[src/rtl/split_pkg.sv]
package split_pkg;
  // unit-size codes placed in descriptor bits [9:8]
  localparam logic [1:0] SZ_1B  = 2'b01;
  localparam logic [1:0] SZ_16B = 2'b11;
  localparam int NXT_LSB = 4;
  localparam int SZ_LSB  = 8;
  localparam int RES_W   = 16;
  localparam logic [RES_W-1:0] RES_ERR = 16'hFFFF;
endpackage

[src/rtl/split_chunk.sv]
// Chooses the unit size and count for one descriptor from the remaining bytes.
module split_chunk
  import split_pkg::*;
#(
  parameter int COUNT_W = 24,
  parameter int UNIT_W  = 15
) (
  input  logic [COUNT_W-1:0] rem,
  output logic [UNIT_W-1:0]  units,
  output logic [1:0]         code,
  output logic [COUNT_W-1:0] rem_next
);
  localparam logic [COUNT_W-1:0] MAXU = COUNT_W'({UNIT_W{1'b1}});

  always_comb begin
    if (rem <= MAXU) begin
      units    = rem[UNIT_W-1:0];
      code     = SZ_1B;
      rem_next = '0;
    end else begin
      units    = rem[UNIT_W+3:4];
      code     = SZ_16B;
      rem_next = rem - COUNT_W'({units, 4'b0000});
    end
  end
endmodule

[src/rtl/split_pack.sv]
// Overlays link, size and count fields onto the template.
module split_pack
  import split_pkg::*;
#(
  parameter int DESC_W = 32,
  parameter int IDX_W  = 4,
  parameter int UNIT_W = 15
) (
  input  logic [DESC_W-1:0] tmpl,
  input  logic [IDX_W-1:0]  slot,
  input  logic [UNIT_W-1:0] units,
  input  logic [1:0]        code,
  output logic [DESC_W-1:0] desc
);
  localparam int CNT_LSB = DESC_W - UNIT_W;

  always_comb begin
    desc = tmpl;
    desc[NXT_LSB +: IDX_W]  = IDX_W'(slot + 1'b1);
    desc[SZ_LSB +: 2]       = code;
    desc[CNT_LSB +: UNIT_W] = units;
  end
endmodule

[src/rtl/desc_len_splitter.sv]
module desc_len_splitter
  import split_pkg::*;
#(
  parameter int SLOTS   = 16,
  parameter int DESC_W  = 32,
  parameter int UNIT_W  = 15,
  parameter int COUNT_W = 24,
  localparam int IDX_W  = $clog2(SLOTS)
) (
  input  logic               clk,
  input  logic               rst,
  input  logic               start,
  input  logic [IDX_W-1:0]   start_slot,
  input  logic [DESC_W-1:0]  tmpl,
  input  logic [COUNT_W-1:0] byte_cnt,
  output logic               busy,
  output logic               done,
  output logic [RES_W-1:0]   result,
  output logic               wr_en,
  output logic [IDX_W-1:0]   wr_addr,
  output logic [DESC_W-1:0]  wr_data
);
  localparam logic [IDX_W:0] SLOT_END = (IDX_W+1)'(SLOTS);
  localparam logic [IDX_W:0] SLOT_ONE = (IDX_W+1)'(1);

  logic [IDX_W:0]     slot_q;
  logic [COUNT_W-1:0] rem_q;
  logic [DESC_W-1:0]  tmpl_q;
  logic               busy_q, done_q, wr_en_q;
  logic [RES_W-1:0]   res_q;
  logic [IDX_W-1:0]   wr_addr_q;
  logic [DESC_W-1:0]  wr_data_q;

  logic [UNIT_W-1:0]  units;
  logic [1:0]         code;
  logic [COUNT_W-1:0] rem_nx;
  logic [DESC_W-1:0]  desc;

  split_chunk #(.COUNT_W(COUNT_W), .UNIT_W(UNIT_W)) chunk_i (
    .rem(rem_q), .units(units), .code(code), .rem_next(rem_nx)
  );

  split_pack #(.DESC_W(DESC_W), .IDX_W(IDX_W), .UNIT_W(UNIT_W)) pack_i (
    .tmpl(tmpl_q), .slot(slot_q[IDX_W-1:0]), .units(units), .code(code), .desc(desc)
  );

  always_ff @(posedge clk) begin
    if (rst) begin
      slot_q    <= '0;
      rem_q     <= '0;
      tmpl_q    <= '0;
      busy_q    <= 1'b0;
      done_q    <= 1'b0;
      wr_en_q   <= 1'b0;
      res_q     <= '0;
      wr_addr_q <= '0;
      wr_data_q <= '0;
    end else begin
      done_q  <= 1'b0;
      wr_en_q <= 1'b0;
      if (!busy_q) begin
        if (start) begin
          slot_q <= {1'b0, start_slot};
          rem_q  <= byte_cnt;
          tmpl_q <= tmpl;
          if (byte_cnt == '0) begin
            done_q <= 1'b1;
            res_q  <= RES_W'(start_slot);
          end else begin
            busy_q <= 1'b1;
          end
        end
      end else if (slot_q == SLOT_END) begin
        done_q <= 1'b1;
        busy_q <= 1'b0;
        res_q  <= RES_ERR;
      end else begin
        wr_en_q   <= 1'b1;
        wr_addr_q <= slot_q[IDX_W-1:0];
        wr_data_q <= desc;
        rem_q     <= rem_nx;
        if (rem_nx == '0) begin
          done_q <= 1'b1;
          busy_q <= 1'b0;
          res_q  <= RES_W'(slot_q[IDX_W-1:0]);
        end else begin
          slot_q <= slot_q + SLOT_ONE;
        end
      end
    end
  end

  assign busy    = busy_q;
  assign done    = done_q;
  assign result  = res_q;
  assign wr_en   = wr_en_q;
  assign wr_addr = wr_addr_q;
  assign wr_data = wr_data_q;

  // completion and activity never overlap
  assert_done_not_busy_R7: assert property (@(posedge clk) disable iff (rst)
    !(done && busy));
  // a write only follows a busy cycle
  assert_write_when_busy_R6: assert property (@(posedge clk) disable iff (rst)
    wr_en |-> $past(busy));
  // back-to-back writes go to consecutive slots
  assert_slots_consecutive_R6: assert property (@(posedge clk) disable iff (rst)
    (wr_en && $past(wr_en)) |-> (wr_addr == IDX_W'($past(wr_addr) + 1'b1)));
  // link field points to the following slot
  assert_link_next_R5: assert property (@(posedge clk) disable iff (rst)
    wr_en |-> (wr_data[NXT_LSB +: IDX_W] == IDX_W'(wr_addr + 1'b1)));
  // an overflow report carries no write
  assert_err_no_write_R8: assert property (@(posedge clk) disable iff (rst)
    (done && result == RES_ERR) |-> !wr_en);
  // a 1-byte-unit descriptor never carries zero units
  assert_short_nonzero_R2: assert property (@(posedge clk) disable iff (rst)
    (wr_en && wr_data[SZ_LSB +: 2] == SZ_1B) |-> (wr_data[DESC_W-1 -: UNIT_W] != '0));
  // request inputs are latched only when leaving idle
  assert_tmpl_held_R9: assert property (@(posedge clk) disable iff (rst)
    ($past(busy) && busy) |-> $stable(tmpl_q));
endmodule

[config.mk]
export PLATFORM = sky130hd
export DESIGN_NAME = desc_len_splitter
export DESIGN_NICKNAME = d
export VERILOG_FILES = /design/src/rtl/split_pkg.sv /design/src/rtl/split_chunk.sv /design/src/rtl/split_pack.sv /design/src/rtl/desc_len_splitter.sv
export SDC_FILE = /design/constraint.sdc
export NUM_CORES = 1
export LEC_CHECK = 0
export BUFFER_PORTS_ARGS = -buffer_cell sky130_fd_sc_hd__buf_2
export CAP_MARGIN = 10
export CORE_MARGIN = 2
export CORE_UTILIZATION = 45
export CTS_BUF_LIST = sky130_fd_sc_hd__clkbuf_2
export DETAILED_ROUTE_END_ITERATION = 10
export PLACE_DENSITY = 0.72
export SLEW_MARGIN = 20
export SYNTH_ARGS = -nofsm -noshare
export SYNTH_HDL_FRONTEND = slang
export SYNTH_SLANG_ARGS = --single-unit
[constraint.sdc]
create_clock -name clk -period 2.3 [get_ports clk]
set_input_delay 0.46 -clock clk [delete_from_list [all_inputs] [get_ports clk]]
set_output_delay 0.46 -clock clk [all_outputs]
set_load 0.01 [all_outputs]
# Word level (Yosys, flattened, before mapping)
# Index checks and enable logic that the tools add are counted.
# Widths: inputs -> output; s select.
# totals
ff_bits	101
input_bits	63
wordCells	55
# op_classes
addsub	3
magnitude_cmp	1
eq_ne	4
n_mux	26
n_bitwise	2
reduce_logical	10
# op_table
cell	count
$mux 24	4
$mux 16	5
$logic_not 24->1	2
$le 24x15->1 const B	1
$sub 24x19->24	1
$mux 5	4
$mux 15	1
$mux 1	11
$reduce_and 2->1	3
$reduce_and 3->1	2
$add 5x1->5 const B	1
$eq 5x5->1 const B	1
$add 4x1->4 const B	1
$ne 2x2->1 const B	2
$reduce_bool 2->1	2
$ne 3x1->1 const B	1
$mux 2	1
$not 1->1	2
$reduce_or 2->1	1

# Longest topological paths before layout
# logic_depth
ltp_word	6
depth_mapped	9
ltp_nobuf	7

# Modules after synthesis
# A second synthesis with hierarchy kept.
# unflattened
hier_cells	587
hier_area_um2	4842.1
# modules_own_cells
module	instances	cells_each	area_per_inst_um2
desc_len_splitter	1	506	4209.0
split_chunk	1	48	379.1
split_pack	1	33	254.0

# Worst setup path after synthesis
# No wires, ideal clock.
# synth_timing
path_kind	flip-flop to flip-flop
startpoint	reg slot_q[0]
endpoint	reg res_q[2] (netlist: result[2])
setup_time_ns	0.133
arrival_time_ns	1.465
path_slack_ns	0.702
path_stages_with_launch	9
synth_period_minus_slack_ns	1.598
cell_sequence	dfxtp_1 > inv_1 > ha_1 > nand3b_4 > o21a_1 > buf_2 > a21oi_2 > and2_1 > a311oi_1
# synth_via
elab_chain_len	3
word_cells_on_any_way	5
cone_classes	2 x eq/ne; 2 x mux; 1 x reduce/logical
# synth_lines
element	line_no	rtl
start: declaration	desc_len_splitter.sv:26	logic [IDX_W:0] slot_q;
start signal: assignment	desc_len_splitter.sv:63	slot_q <= {1'b0, start_slot};
start signal: assignment	desc_len_splitter.sv:87	slot_q <= slot_q + SLOT_ONE;
$eq 5x5->1 *	desc_len_splitter.sv:73	end else if (slot_q == SLOT_END) begin
$ne 3x1->1 (no source line) or $mux 16 (tied branches)	--	
$reduce_and 3->1 (no source line) or $mux 16 (tied branches)	--	
end signal: assignment	desc_len_splitter.sv:68	res_q <= RES_W'(start_slot);
end signal: assignment	desc_len_splitter.sv:85	res_q <= RES_W'(slot_q[IDX_W-1:0]);
end: declaration	desc_len_splitter.sv:30	logic [RES_W-1:0] res_q;
# Every way passes the cells marked *; elsewhere a longest branch is shown, timed or not.
# A chain may end at the register's enable or synchronous reset.

# Worst setup path in the final report
# layout_timing
startpoint	reg slot_q[0]
endpoint	reg slot_q[2]
# layout_via
elab_chain_len	4
word_cells_on_any_way	7
cone_classes	1 x add/sub; 2 x eq/ne; 3 x mux; 1 x reduce/logical
# layout_lines
element	line_no	rtl
$add 5x1->5	desc_len_splitter.sv:87	
$mux 5	desc_len_splitter.sv:82	if (rem_nx == '0) begin
$mux 5	desc_len_splitter.sv:73	
$mux 5	desc_len_splitter.sv:61	if (!busy_q) begin
# Several ways; a longest one is shown, not always the timed one. The select of a mux whose other input is x is not followed.

==> impl_metrics.toml <==
[timing]
final.setup.tns_ns = 0
timing.final.hold_violations = 0
max_freq_ghz = 0.542
setup_ws_ns = 0.455
slew_violations = 0
finalSetupViolCount = 0
grt_setup_unrepaired = "false"
timing.max_slew.rel_slack_pct = 67.4
tightest_slew_ns = 0.484
final.min_clock_period_ns = 1.85
finalClockSkew_ns = 0.0296
final_min_period_over_clock_period_pct = 80.2

[worst_setup_path]
critical_path.max_fanout = 9
endpoint_kind = "flip-flop"
critical_path.endpoint = "slot_q[2]"
timing.rr.end = "slot_q[2]"
startpoint_type = "flip-flop"
critPathKind = "reg -> reg"
timing.critical_path.required_ns = 2.73
critical_path_cell_count = 7
r2r_cells = 7
critical-path-slowest-cell = "dfxtp_1"
critical_path.cell_chain = "inv_1, ha_1, nand3b_4, o21ai_2, o21ai_2, o21ai_1, a32o_1"
cp.buffers_inverters = 1
critical_path.most_common_cell = "o21ai_2"
worst_reg2reg_setup_slack_ns = 0.45
critical_path.top_delay_family = "compound AO/OA/AOI/OAI gates"
critical_path_arrival_ns = 2.28
worstSetupStartpoint = "slot_q[0]"
slowest_delay_ns = 0.49
regToRegStartpoint = "slot_q[0]"

[synth]
synth_cell_area_um2 = 3420
yosys-top-cells-count = "nand2_1, dfxtp_1, a21oi_1, nor2_1, clkbuf_1"
yosys.area_share.xor_xnor_pct = 0.768
synth-compound-area-share_pct = 18.9
synth.area.top_cells = "dfxtp_1, nand2_1, a21oi_1"
ys_types = 41
synth_top_area_share_pct = 49.2
syn-num-nets = 473
post_synth_and_or_nand_nor_area_fraction_pct = 20.4
synth.mux.area_fraction_pct = 3.22
post_synth_fa_ha_maj_area_fraction_pct = 0.732
synth_enable_flop_cells = 0
syn-mean-instance-area_um2 = 8.38
yosysWarningCount = 0
synth_top_family_by_area = "simple AND/OR/NAND/NOR gates"
synth_top_cell_by_area = "dfxtp_1"
async_reset_ff_share_pct = 0
synth_most_common_cell = "nand2_1"
synth-seq-cells = 84
synth.yosys.seq_area_share_pct = 49.2
synthesis.instances = 408
synth_top_flop_cell = "dfxtp_1"

[place]
preCtsSetupSlack_ns = 0.304
dpl.cell_count = 576
dp.final_hpwl_um = 5720
portBuffers = 96
place.gp.congestion = 0.842

[clock_network]
clockRootBuffer = "clkbuf_2"
post_cts_resize_count = 0
cts_buffers = 9
clk_pin_slew_worst_paths_ns = 0.25
worstSkewPairLatency_ns = 0.52
cts_tree = "yes"
postCtsHoldBufs = 0
post-cts-setup-buffer-count = 0
cts_max_path_buffers = 2
cts.sink_count = 84
ctsHtreeMaxLevel = 3

[die]
starting_density_of_the_core_pct = 46.9
chipHeight_um = 91.2
core_area_um2 = 7290
core.rowCount = 31
horiz_die_dim_um = 91.2
floorplan.die_area_um2 = 8310
boundaryPins = 118

[routing]
drc_errors = 0
route.antenna.remaining_nets = 0
dr.first_iter.drc_count = 132
route.vias.total = 3046
routedWlPerCell_um = 13.3
post_drt_via_cell_ratio = 5.15
drt_pass1_iterations = 4
finalWirelength_um = 7860

[grt]
grt_pass1_vias = 2840
groute.usage.overall_pct = 19.6
first_pass_grt_wire_length_um = 13300
grt_max_degree = 37
overflow = 0
antenna_violations_before_repair = 0

[final_layout]
drive_above_1_share_pct = 28.0
post-route-util_pct = 54.9
net_count_final = 553
areaGrowthSynthToFinish_pct = 17.2
layoutNonFillerInstCount = 592
num_antenna_cells = 0

[power]
p_leak_uw = 0.00171
peakVddDrop_uv = 334
power-per-cell-area_nw_per_um2 = 705

[run_status]
status = "completed"

[hold_path]
holdCritPathClass = "in -> reg"

[job]
cap_violations = 0
[layout by cell type (no fill, tap or decap), types with 2 or more instances in the layout]
| cell type | count |
|---|---|
| a21oi_1 | 66 |
| buf_4 | 13 |
| nand4_1 | 3 |
| clkinv_4 | 2 |
| a211oi_2 | 5 |
| and3_1 | 2 |
| nand3_1 | 21 |
| inv_1 | 3 |
| clkbuf_2 | 9 |
| nor2_1 | 24 |
| o21ai_1 | 9 |
| clkinv_1 | 2 |
| nor4_2 | 2 |
| dfxtp_1 | 84 |
| a22oi_1 | 2 |
| mux2i_1 | 11 |
| o211a_1 | 2 |
| nor2b_1 | 2 |
| a211oi_1 | 8 |
| xnor2_1 | 3 |
| nor4_1 | 7 |
| inv_6 | 2 |
| nand2_1 | 89 |
| ha_1 | 2 |
| o21ai_2 | 2 |
| buf_2 | 96 |
| nor3_1 | 2 |
| a311oi_1 | 4 |
| a21boi_0 | 2 |
[through the flow]
stage	total power (µW)	cell area, µm²	hold WS, ns
2_1_floorplan	2010	3420	0.432
4_1_cts	2860	4010	0.0923
6_report	2820	4010	0.137
3_3_place_gp	2170	3910	0.438
3_5_place_dp	2180	3910	0.444
5_1_grt	2990	4010	0.0789
[power by group]
part / internal (µW) / switching (µW) / leakage (µW)
Combinational: 213 / 310 / 0.000966
Clock: 149 / 526 / 0.0000603
Sequential: 1560 / 67.8 / 0.000688
Total: 1920 / 904 / 0.00171
[registers in the layout, indices dropped and copies added, names as in the netlist]
register and cells:
tmpl_q 11, done 1, wr_addr 4, busy 1
result 5, slot_q 5, rem_q 24, wr_data 32
wr_en 1
[per-layer routing]
metal  GRT usage, %  vias to the layer above  share of wire [%]
li1               -                     1565                  -
met1           25.6                     1396                 46
met2           31.3                       77                 47
met3           6.39                        8                6.2
met4           5.30                        0               0.90
met5              0                        -                  0
[kinds of logic (layout without fill, tap and decap cells)]
| kind of cell | count (synthesis) | in the layout |
|---|---|---|
| and+or+nand+nor | 157 | 157 |
| AOI/OAI and AO/OA | 106 | 106 |
| DFF | 84 | 84 |
| buffers and inverters | 45 | 130 |
| muxes | 11 | 11 |
| xor gates and xnor gates | 3 | 3 |
| adders and majority gates | 2 | 2 |
[cell type report]
| type | instances | area, µm² |
|---|---|---|
| inverters | 5 | 18.8 |
| flip-flops and latches | 84 | 1680 |
| well taps | 99 | 124 |
| multi-input cells | 279 | 1510 |
| repair buffers | 109 | 578 |
| clock inverters | 7 | 51.3 |
| fillers | 754 | 3290 |
| clock buffers | 9 | 45.0 |
[tightest hold or removal path, cell delays in order]
cell     delay (ns)
buf_2          0.10
nand2_1        0.05
a21oi_1        0.05
[how the worst min path moves through the flow]
stage | startpoint | to | slack (ns) | cells after the start
floorplan | tmpl_q[0] | wr_data[0] | 0.43 | 2
global placement | tmpl_q[3] | wr_data[3] | 0.44 | 2
detailed placement | wr_data[15] | wr_data[15] | 0.44 | 2
CTS | tmpl[13] | tmpl_q[13] | 0.09 | 3
global route | byte_cnt[10] | rem_q[10] | 0.08 | 3
finish | byte_cnt[10] | rem_q[10] | 0.14 | 3
No activity file was read; power rests on OpenSTA's default activity.
